`config.mk`:
```
export PLATFORM = sky130hd
export DESIGN_NAME = fast_clock_follower
export DESIGN_NICKNAME = d
export VERILOG_FILES = /design/src/rtl/fcf_pkg.sv /design/src/rtl/fcf_phase.sv /design/src/rtl/fcf_tod.sv /design/src/rtl/fcf_ping.sv /design/src/rtl/fast_clock_follower.sv
export SDC_FILE = /design/constraint.sdc
export NUM_CORES = 1
export LEC_CHECK = 0
export BUFFER_PORTS_ARGS = -buffer_cell sky130_fd_sc_hd__buf_2
export CORE_MARGIN = 10
export CORE_UTILIZATION = 27
export CTS_CLUSTER_DIAMETER = 30
export DETAILED_ROUTE_END_ITERATION = 16
export GPL_TIMING_DRIVEN = 1
export PLACE_DENSITY_LB_ADDON = 0.12
export SYNTH_ARGS = -nofsm -noshare
export SYNTH_HDL_FRONTEND = slang
export SYNTH_SLANG_ARGS = --single-unit
```
`constraint.sdc`:
```
create_clock -name clk -period 4.4 [get_ports clk]
set_input_delay 0.44 -clock clk [delete_from_list [all_inputs] [get_ports clk]]
set_output_delay 0.44 -clock clk [all_outputs]
set_load 0.01 [all_outputs]
```
`src/rtl/fcf_pkg.sv`:
```
package fcf_pkg;
  localparam int RATE_W = 7;
  localparam int ENC_W  = 8;
  localparam int MIN_W  = 6;
  localparam int HR_W   = 5;
  localparam int MINS_PER_HR = 60;
  localparam int HRS_PER_DAY = 24;

  function automatic logic [MIN_W-1:0] dec_min(input logic [ENC_W-1:0] e);
    logic [ENC_W-1:0] v;
    v = ENC_W'(0) - e;
    return MIN_W'(v % ENC_W'(MINS_PER_HR));
  endfunction

  function automatic logic [HR_W-1:0] dec_hr(input logic [ENC_W-1:0] e);
    logic [ENC_W-1:0] v;
    v = ENC_W'(0) - e;
    return HR_W'(v % ENC_W'(HRS_PER_DAY));
  endfunction
endpackage

```
`src/rtl/fcf_phase.sv`:
```
module fcf_phase
  import fcf_pkg::*;
#(
  parameter int TH   = 600,
  parameter int PH_W = 10
) (
  input  logic              clk,
  input  logic              rst,
  input  logic              tick,
  input  logic              sync_stb,
  input  logic              sync_ok,
  input  logic [RATE_W-1:0] sync_rate,
  output logic [RATE_W-1:0] rate_q,
  output logic [PH_W-1:0]   phase_q,
  output logic              adv
);
  logic [PH_W-1:0] sum;

  always_comb begin
    sum = phase_q + PH_W'(rate_q);
    adv = tick && !sync_stb && (rate_q != '0) && (sum >= PH_W'(TH));
  end

  always_ff @(posedge clk) begin
    if (rst) begin
      rate_q  <= '0;
      phase_q <= '0;
    end else if (sync_stb) begin
      phase_q <= '0;
      if (sync_ok) rate_q <= sync_rate;
    end else if (tick) begin
      phase_q <= adv ? (sum - PH_W'(TH)) : sum;
    end
  end
endmodule

```
`src/rtl/fcf_tod.sv`:
```
module fcf_tod
  import fcf_pkg::*;
#(
  parameter int DAY_W = 7
) (
  input  logic             clk,
  input  logic             rst,
  input  logic             load,
  input  logic             adv,
  input  logic [MIN_W-1:0] ld_min,
  input  logic [HR_W-1:0]  ld_hr,
  input  logic [DAY_W-1:0] ld_day,
  output logic [MIN_W-1:0] min_q,
  output logic [HR_W-1:0]  hr_q,
  output logic [DAY_W-1:0] day_q
);
  localparam logic [MIN_W-1:0] MIN_LAST = MIN_W'(MINS_PER_HR - 1);
  localparam logic [HR_W-1:0]  HR_LAST  = HR_W'(HRS_PER_DAY - 1);

  always_ff @(posedge clk) begin
    if (rst) begin
      min_q <= '0;
      hr_q  <= '0;
      day_q <= '0;
    end else if (load) begin
      min_q <= ld_min;
      hr_q  <= ld_hr;
      day_q <= ld_day;
    end else if (adv) begin
      if (min_q == MIN_LAST) begin
        min_q <= '0;
        if (hr_q == HR_LAST) begin
          hr_q  <= '0;
          day_q <= day_q + 1'b1;
        end else begin
          hr_q <= hr_q + 1'b1;
        end
      end else begin
        min_q <= min_q + 1'b1;
      end
    end
  end
endmodule

```
`src/rtl/fcf_ping.sv`:
```
module fcf_ping #(
  parameter int PING_TICKS = 1200,
  parameter int CNT_W      = 11
) (
  input  logic clk,
  input  logic rst,
  input  logic tick,
  input  logic sync_stb,
  output logic ping_q
);
  logic [CNT_W-1:0] cnt;

  always_ff @(posedge clk) begin
    if (rst) begin
      cnt    <= '0;
      ping_q <= 1'b0;
    end else begin
      ping_q <= 1'b0;
      if (sync_stb) begin
        cnt <= '0;
      end else if (tick) begin
        if (cnt == CNT_W'(PING_TICKS - 1)) begin
          cnt    <= '0;
          ping_q <= 1'b1;
        end else begin
          cnt <= cnt + 1'b1;
        end
      end
    end
  end
endmodule

```
`src/rtl/fast_clock_follower.sv`:
```
module fast_clock_follower
  import fcf_pkg::*;
#(
  parameter int TICKS_PER_SEC = 10,
  parameter int DAY_W         = 7,
  parameter int PING_TICKS    = 1200
) (
  input  logic              clk,
  input  logic              rst,
  input  logic              rt_tick,
  input  logic              sync_stb,
  input  logic              sync_ok,
  input  logic [RATE_W-1:0] sync_rate,
  input  logic [ENC_W-1:0]  sync_min_enc,
  input  logic [ENC_W-1:0]  sync_hr_enc,
  input  logic [DAY_W-1:0]  sync_days,
  output logic [MIN_W-1:0]  min_o,
  output logic [HR_W-1:0]   hr_o,
  output logic [DAY_W-1:0]  day_o,
  output logic [ENC_W-1:0]  min_enc_o,
  output logic [ENC_W-1:0]  hr_enc_o,
  output logic [RATE_W-1:0] rate_o,
  output logic              min_pulse_o,
  output logic              ping_o
);
  localparam int TH    = 60 * TICKS_PER_SEC;
  localparam int PH_W  = $clog2(TH + (1 << RATE_W));
  localparam int CNT_W = $clog2(PING_TICKS + 1);

  logic            adv;
  logic            load;
  logic [PH_W-1:0] phase_w;

  assign load = sync_stb && sync_ok;

  fcf_phase #(.TH(TH), .PH_W(PH_W)) u_phase (
    .clk(clk), .rst(rst), .tick(rt_tick), .sync_stb(sync_stb),
    .sync_ok(sync_ok), .sync_rate(sync_rate), .rate_q(rate_o),
    .phase_q(phase_w), .adv(adv)
  );

  fcf_tod #(.DAY_W(DAY_W)) u_tod (
    .clk(clk), .rst(rst), .load(load), .adv(adv),
    .ld_min(dec_min(sync_min_enc)), .ld_hr(dec_hr(sync_hr_enc)),
    .ld_day(sync_days), .min_q(min_o), .hr_q(hr_o), .day_q(day_o)
  );

  fcf_ping #(.PING_TICKS(PING_TICKS), .CNT_W(CNT_W)) u_ping (
    .clk(clk), .rst(rst), .tick(rt_tick), .sync_stb(sync_stb), .ping_q(ping_o)
  );

  always_ff @(posedge clk) begin
    if (rst) min_pulse_o <= 1'b0;
    else     min_pulse_o <= adv;
  end

  assign min_enc_o = ENC_W'(0) - ENC_W'(min_o);
  assign hr_enc_o  = ENC_W'(0) - ENC_W'(hr_o);
endmodule

```
# Word level (Yosys, flattened, before mapping)
# Cells that the tools add are included.
[op_classes]
div_mod_pow = 2
n_mux = 14
reduce_logical = 14
n_lt_le_gt_ge = 1
n_eq_ne = 3
add_sub_neg = 10
bitwise_logic = 1
[ops]
columns = ["op", "count"]
rows = [
  ["$mux W7", 4],
  ["$mux W5", 4],
  ["$mux W6", 3],
  ["$sub A1 B8 Y8 const A", 2],
  ["$add A11 B1 Y11 const B", 1],
  ["$eq A11 B11 Y1 const B", 1],
  ["$mux W11", 1],
  ["$add A10 B7 Y10", 1],
  ["$ge A10 B10 Y1 const B", 1],
  ["$mux W10", 1],
  ["$sub A10 B10 Y10 const B", 1],
  ["$mod A8 B5 Y8 const B", 1],
  ["$mod A8 B6 Y8 const B", 1],
  ["$add A7 B1 Y7 const B", 1],
  ["$reduce_bool A7 Y1", 1],
  ["$sub A1 B6 Y7 const A", 1],
  ["$add A6 B1 Y6 const B", 1],
  ["$eq A6 B6 Y1 const B", 1],
  ["$reduce_bool A2 Y1", 3],
  ["$sub A1 B5 Y6 const A", 1],
  ["$add A5 B1 Y5 const B", 1],
  ["$eq A5 B5 Y1 const B", 1],
  ["$logic_and A1 B1 Y1", 4],
  ["$reduce_and A2 Y1", 2],
  ["6 further kinds", 6],
]
[totals]
in_bits = 35
regBits = 48
out_inout_bits = 43

# Logic depth before layout (Yosys ltp)
[logic_depth]
depth_word = 6
mapped_depth = 15
mapped_depth_nobuf = 15

# Modules after synthesis
# Synthesis repeated with hierarchy kept, for this count alone.
[hier_totals]
hier_cells = 486
area_unflattened_um2 = 3911.3
[by_module_without_submodules]
columns = ["mod", "cells_per_inst", "n_inst", "area_per_inst_um2", "seq_area_each_um2"]
rows = [
  ["fcf_phase", 144, 1, 1208.7, 340.3],
  ["fcf_tod", 142, 1, 1162.4, 360.3],
  ["fast_clock_follower", 141, 1, 978.4, 20.0],
  ["fcf_ping", 59, 1, 561.8, 240.2],
]

# Least setup slack after synthesis
# No wires, ideal clock.
[synth_timing]
path_kind = "input-to-reg"
startpoint = "input sync_min_enc[2]"
endpoint = "register u_tod.min_q[5]"
stages = 14
setup_time_ns = 0.117
t_required_ns = 4.283
arrival_ns = 3.269
slack_ns = 1.013
path_buffers = 2
path_cell_list = "buf_2 or3_1 buf_2 nor3_2 xnor2_1 ha_1 or3b_2 o22ai_2 a31oi_2 nor2_1 o21ai_0 a21oi_1 o21ai_0 a32o_1"
[synth_via]
elab_chain_len = 3
[synth_rtl]
columns = ["element", "line_no", "rtl"]
rows = [
  ["start: declaration", "fast_clock_follower.sv:14", "input logic [ENC_W-1:0] sync_min_enc,"],
  ["$sub A1 B8 Y8", "fcf_pkg.sv:11", "v = ENC_W'(0) - e;"],
  ["$mod A8 B6 Y8", "fcf_pkg.sv:12", "return MIN_W'(v % ENC_W'(MINS_PER_HR));"],
  ["$mux W6", "fcf_tod.sv:25", "end else if (load) begin"],
  ["end signal: assignment", "fcf_tod.sv:26", "min_q <= ld_min;"],
  ["end signal: assignment", "fcf_tod.sv:39", "min_q <= min_q + 1'b1;"],
  ["end: declaration", "fcf_tod.sv:13", "output logic [MIN_W-1:0] min_q,"],
]
# No other way between the ends.
# A chain may end at the register's enable or synchronous reset.

# Worst setup path in the final report
[layout_timing]
startpoint = "input sync_min_enc[1]"
endpoint = "register u_tod.min_q[5]"
# Same word-level chain as after synthesis.

==> metrics.yaml <==
synthesis:
  synth_xor_area_frac: 0.101
  synth_seq_cells: 48
  synthFlopType: "dfxtp_1"
  ys_seq_area_frac: 0.258
  synth_mux_area_frac: 0.0232
  syn_area_per_cell_um2: 7.70
  syn-num-nets: 538
  synth-edff-count: 0
  synth-async-reset-ratio: 0
  synth_warnings: 0
  synth_adder_area_share: 0.0693
  yosys.cell_types.count: 76
  syn_area_um2: 3720
  synth_top_family_by_area: "simple AND/OR/NAND/NOR gates"
  synth_compound_area_frac: 0.207
  syn_inst: 483
  synth-simple-area-share: 0.279
finish:
  area_delta_synth_final_pct: 16.6
  diodes: 0
  nets: 597
  fin_util: 0.325
  drive_above_1_share: 0.203
  final_cell_mix: "buf_2, nand2_1, nor2_1"
  mostFrequentLayoutCell: "buf_2"
detailed_routing:
  antenna_left: 0
  drt_pass1_iterations: 4
  dr.first_iter.drc_count: 172
  drt_wl_total_um: 11000
  wl_per_cell_um: 15.2
  drc: 0
  via_count: 3612
  viasPerCell: 5.02
clock_network:
  cts_resized: 0
  insertion_delay_ns: 0.29
  numClockSinks: 48
  ctsHoldBuffers: 0
  cts_root_buf: "clkbuf_16"
  cts_tree: "yes"
  cts_made_buffers: 5
  h-tree-depth: 2
  clkTransAtPathRegs_ns: 0.07
  cts_buffer_depth: 2
  postCtsSetupRepairBufs: 0
timing:
  fin_crit_sh: 0.783
  setup_violations: 0
  max-slew-margin-rel: 0.415
  fin_hold_ws_ns: 0.376
  maxSlewViolCount: 0
  tightest_slew_ns: 0.877
  skew_ns: 0.00490
  finalCriticalPeriod_ns: 3.44
  fmax_mhz: 290
  hold_violations: 0
  rsz0062_at_grt: "false"
  fin_setup_tns_ns: 0
worst_setup_path:
  r2r_slack_ns: 1.10
  path_max_fanout: 6
  r2r_start: "u_phase.rate_q[0]$_SDFFE_PP0P_"
  start_kind: "input pin"
  cp.required_ns: 4.59
  critPathArrivalTime_ns: 3.63
  endpoint_kind: "flop"
  path_class: "in -> reg"
  reg2reg_depth: 12
  startpoint: "sync_min_enc[1]"
die:
  die_h_um: 137
  io_pins: 78
  core_um2: 13300
  row_count: 42
  start_util: 0.279
  die_area_um2: 18900
  die_w_um: 137
place:
  port_buffers: 77
  hpwl_um: 8540
  place_congestion: 0.820
hold_path:
  holdPathStages: 3
  hp-start: "sync_rate[0]"
  hold_path.class: "in -> reg"
power:
  ir_drop_mv: 0.182
  power_density_nw_per_um2: 280
  leakage_nw: 1.69
grt:
  grt-ovfl-total: 0
  grtUsageTotal: 0.114
  antenna_found_initial: 0
  grt_pass1_vias: 3513
  grt_pass1_wl_um: 17600
  grt_max_degree: 32
outcome:
  outcome: "finished clean"
run:
  drv_cap: 0
==> state kept, by name, summed over array words and instances (netlist names) <==
| register | flops |
|---|---|
| u_phase.phase_q | 10 |
| u_tod.day_q | 7 |
| u_phase.rate_q | 7 |
| min_pulse_o | 1 |
| u_tod.min_q | 6 |
| u_ping.ping_q | 1 |
| u_tod.hr_q | 5 |
| u_ping.cnt | 11 |
==> final timing paths <==
kind	end
max	u_tod.min_q[5]$_SDFFE_PP0P_
max reg2reg	u_tod.min_q[4]$_SDFFE_PP0P_
min	u_phase.rate_q[0]$_SDFFE_PP0P_
min reg2reg	u_phase.phase_q[1]$_SDFFE_PP0P_
==> cells by family after synthesis <==
group | after synthesis
AOI/OAI and AO/OA | 116
xor gates and xnor gates | 43
adders and majority gates | 20
buffers and inverters | 44
DFF | 48
muxes | 8
and+or+nand+nor | 204
==> layout make-up <==
class | instances | area [µm²]
multi-input combinational | 391 | 2530
tap | 176 | 220
timing repair buffer | 78 | 393
clock buffer | 5 | 125
sequential | 48 | 961
fill | 1456 | 9010
clock inverter | 3 | 46.3
inverter | 18 | 67.6
==> stage by stage <==
| stage | power, mW | worst slack (ns) | cell area [µm²] | std cells |
|---|---|---|---|---|
| 2_1_floorplan | 0.677 | 1.01 | 3720 | 483 |
| 3_5_place_dp | 0.777 | 0.686 | 4170 | 711 |
| 4_1_cts | 1.24 | 1.00 | 4340 | 719 |
| 6_report | 1.22 | 0.957 | 4340 | 719 |
| 3_3_place_gp | 0.775 | 0.794 | 4170 | 711 |
| 5_1_grt | 1.28 | 0.727 | 4340 | 719 |
==> Yosys cell counts, types with 2 or more instances <==
cell type  count  share of area
nor3_1        13          0.017
a211oi_1       6          0.012
a22o_1         2         0.0047
buf_6          4          0.012
a311oi_1       6          0.014
o31ai_1        6          0.012
nand2b_1       5         0.0084
dfxtp_1       48           0.26
buf_2          5         0.0067
clkbuf_1       8         0.0081
o21a_1         2         0.0040
o21ai_0       24          0.032
nand4b_1       2         0.0047
nor4_1         4         0.0067
mux2i_1        5          0.013
and2_4         2         0.0047
a21o_1         3         0.0061
a31oi_1        6          0.010
ha_1          19          0.064
o22ai_1        2         0.0034
nand4_1        7          0.012
o211ai_1       4         0.0081
and3_1         2         0.0034
or3_1         11          0.018
xor2_1        17          0.040
o31a_1         2         0.0047
a21oi_1       34          0.046
buf_4          5          0.010
nor2_1        50          0.050
a32o_1         2         0.0054
mux2_2         2         0.0061
nor3b_1        4         0.0081
nor2b_1        3         0.0050
xnor2_1       26          0.061
inv_1         18          0.018
nand3_1       17          0.023
nand2_1       61          0.062
or4_1          3         0.0061
o21ai_2        2         0.0047
and2_1         4         0.0067
o41ai_1        2         0.0047
==> power by group <==
group,internal [mW],switching [mW],leakage (nW),total [mW]
Clock,0.271,0.184,0.0804,0.454
Sequential,0.452,0.0270,0.391,0.479
Combinational,0.116,0.166,1.22,0.283
==> worst max-delay path, stage by stage <==
cell and delay [ns]:
buf_2 0.11, or3_1 0.48, nor3_2 0.16, xnor2_1 0.25, ha_1 0.29, or3b_2 0.46, o22ai_2 0.32, a31oi_2 0.22
nor2_1 0.27, o21ai_0 0.13, a21oi_1 0.14, o21ai_0 0.10, a32o_1 0.26
==> layer usage <==
metal / part of all wire / wire, µm / vias to the layer above / global-route usage
li1: - / - / 1851 / -
met1: 0.46 / 4990 / 1672 / 0.139
met2: 0.48 / 5220 / 81 / 0.199
met3: 0.055 / 601 / 8 / 0.0248
met4: 0.014 / 152 / 0 / 0.0304
met5: 0 / 0 / - / 0
(Power assumes the default switching activity.)
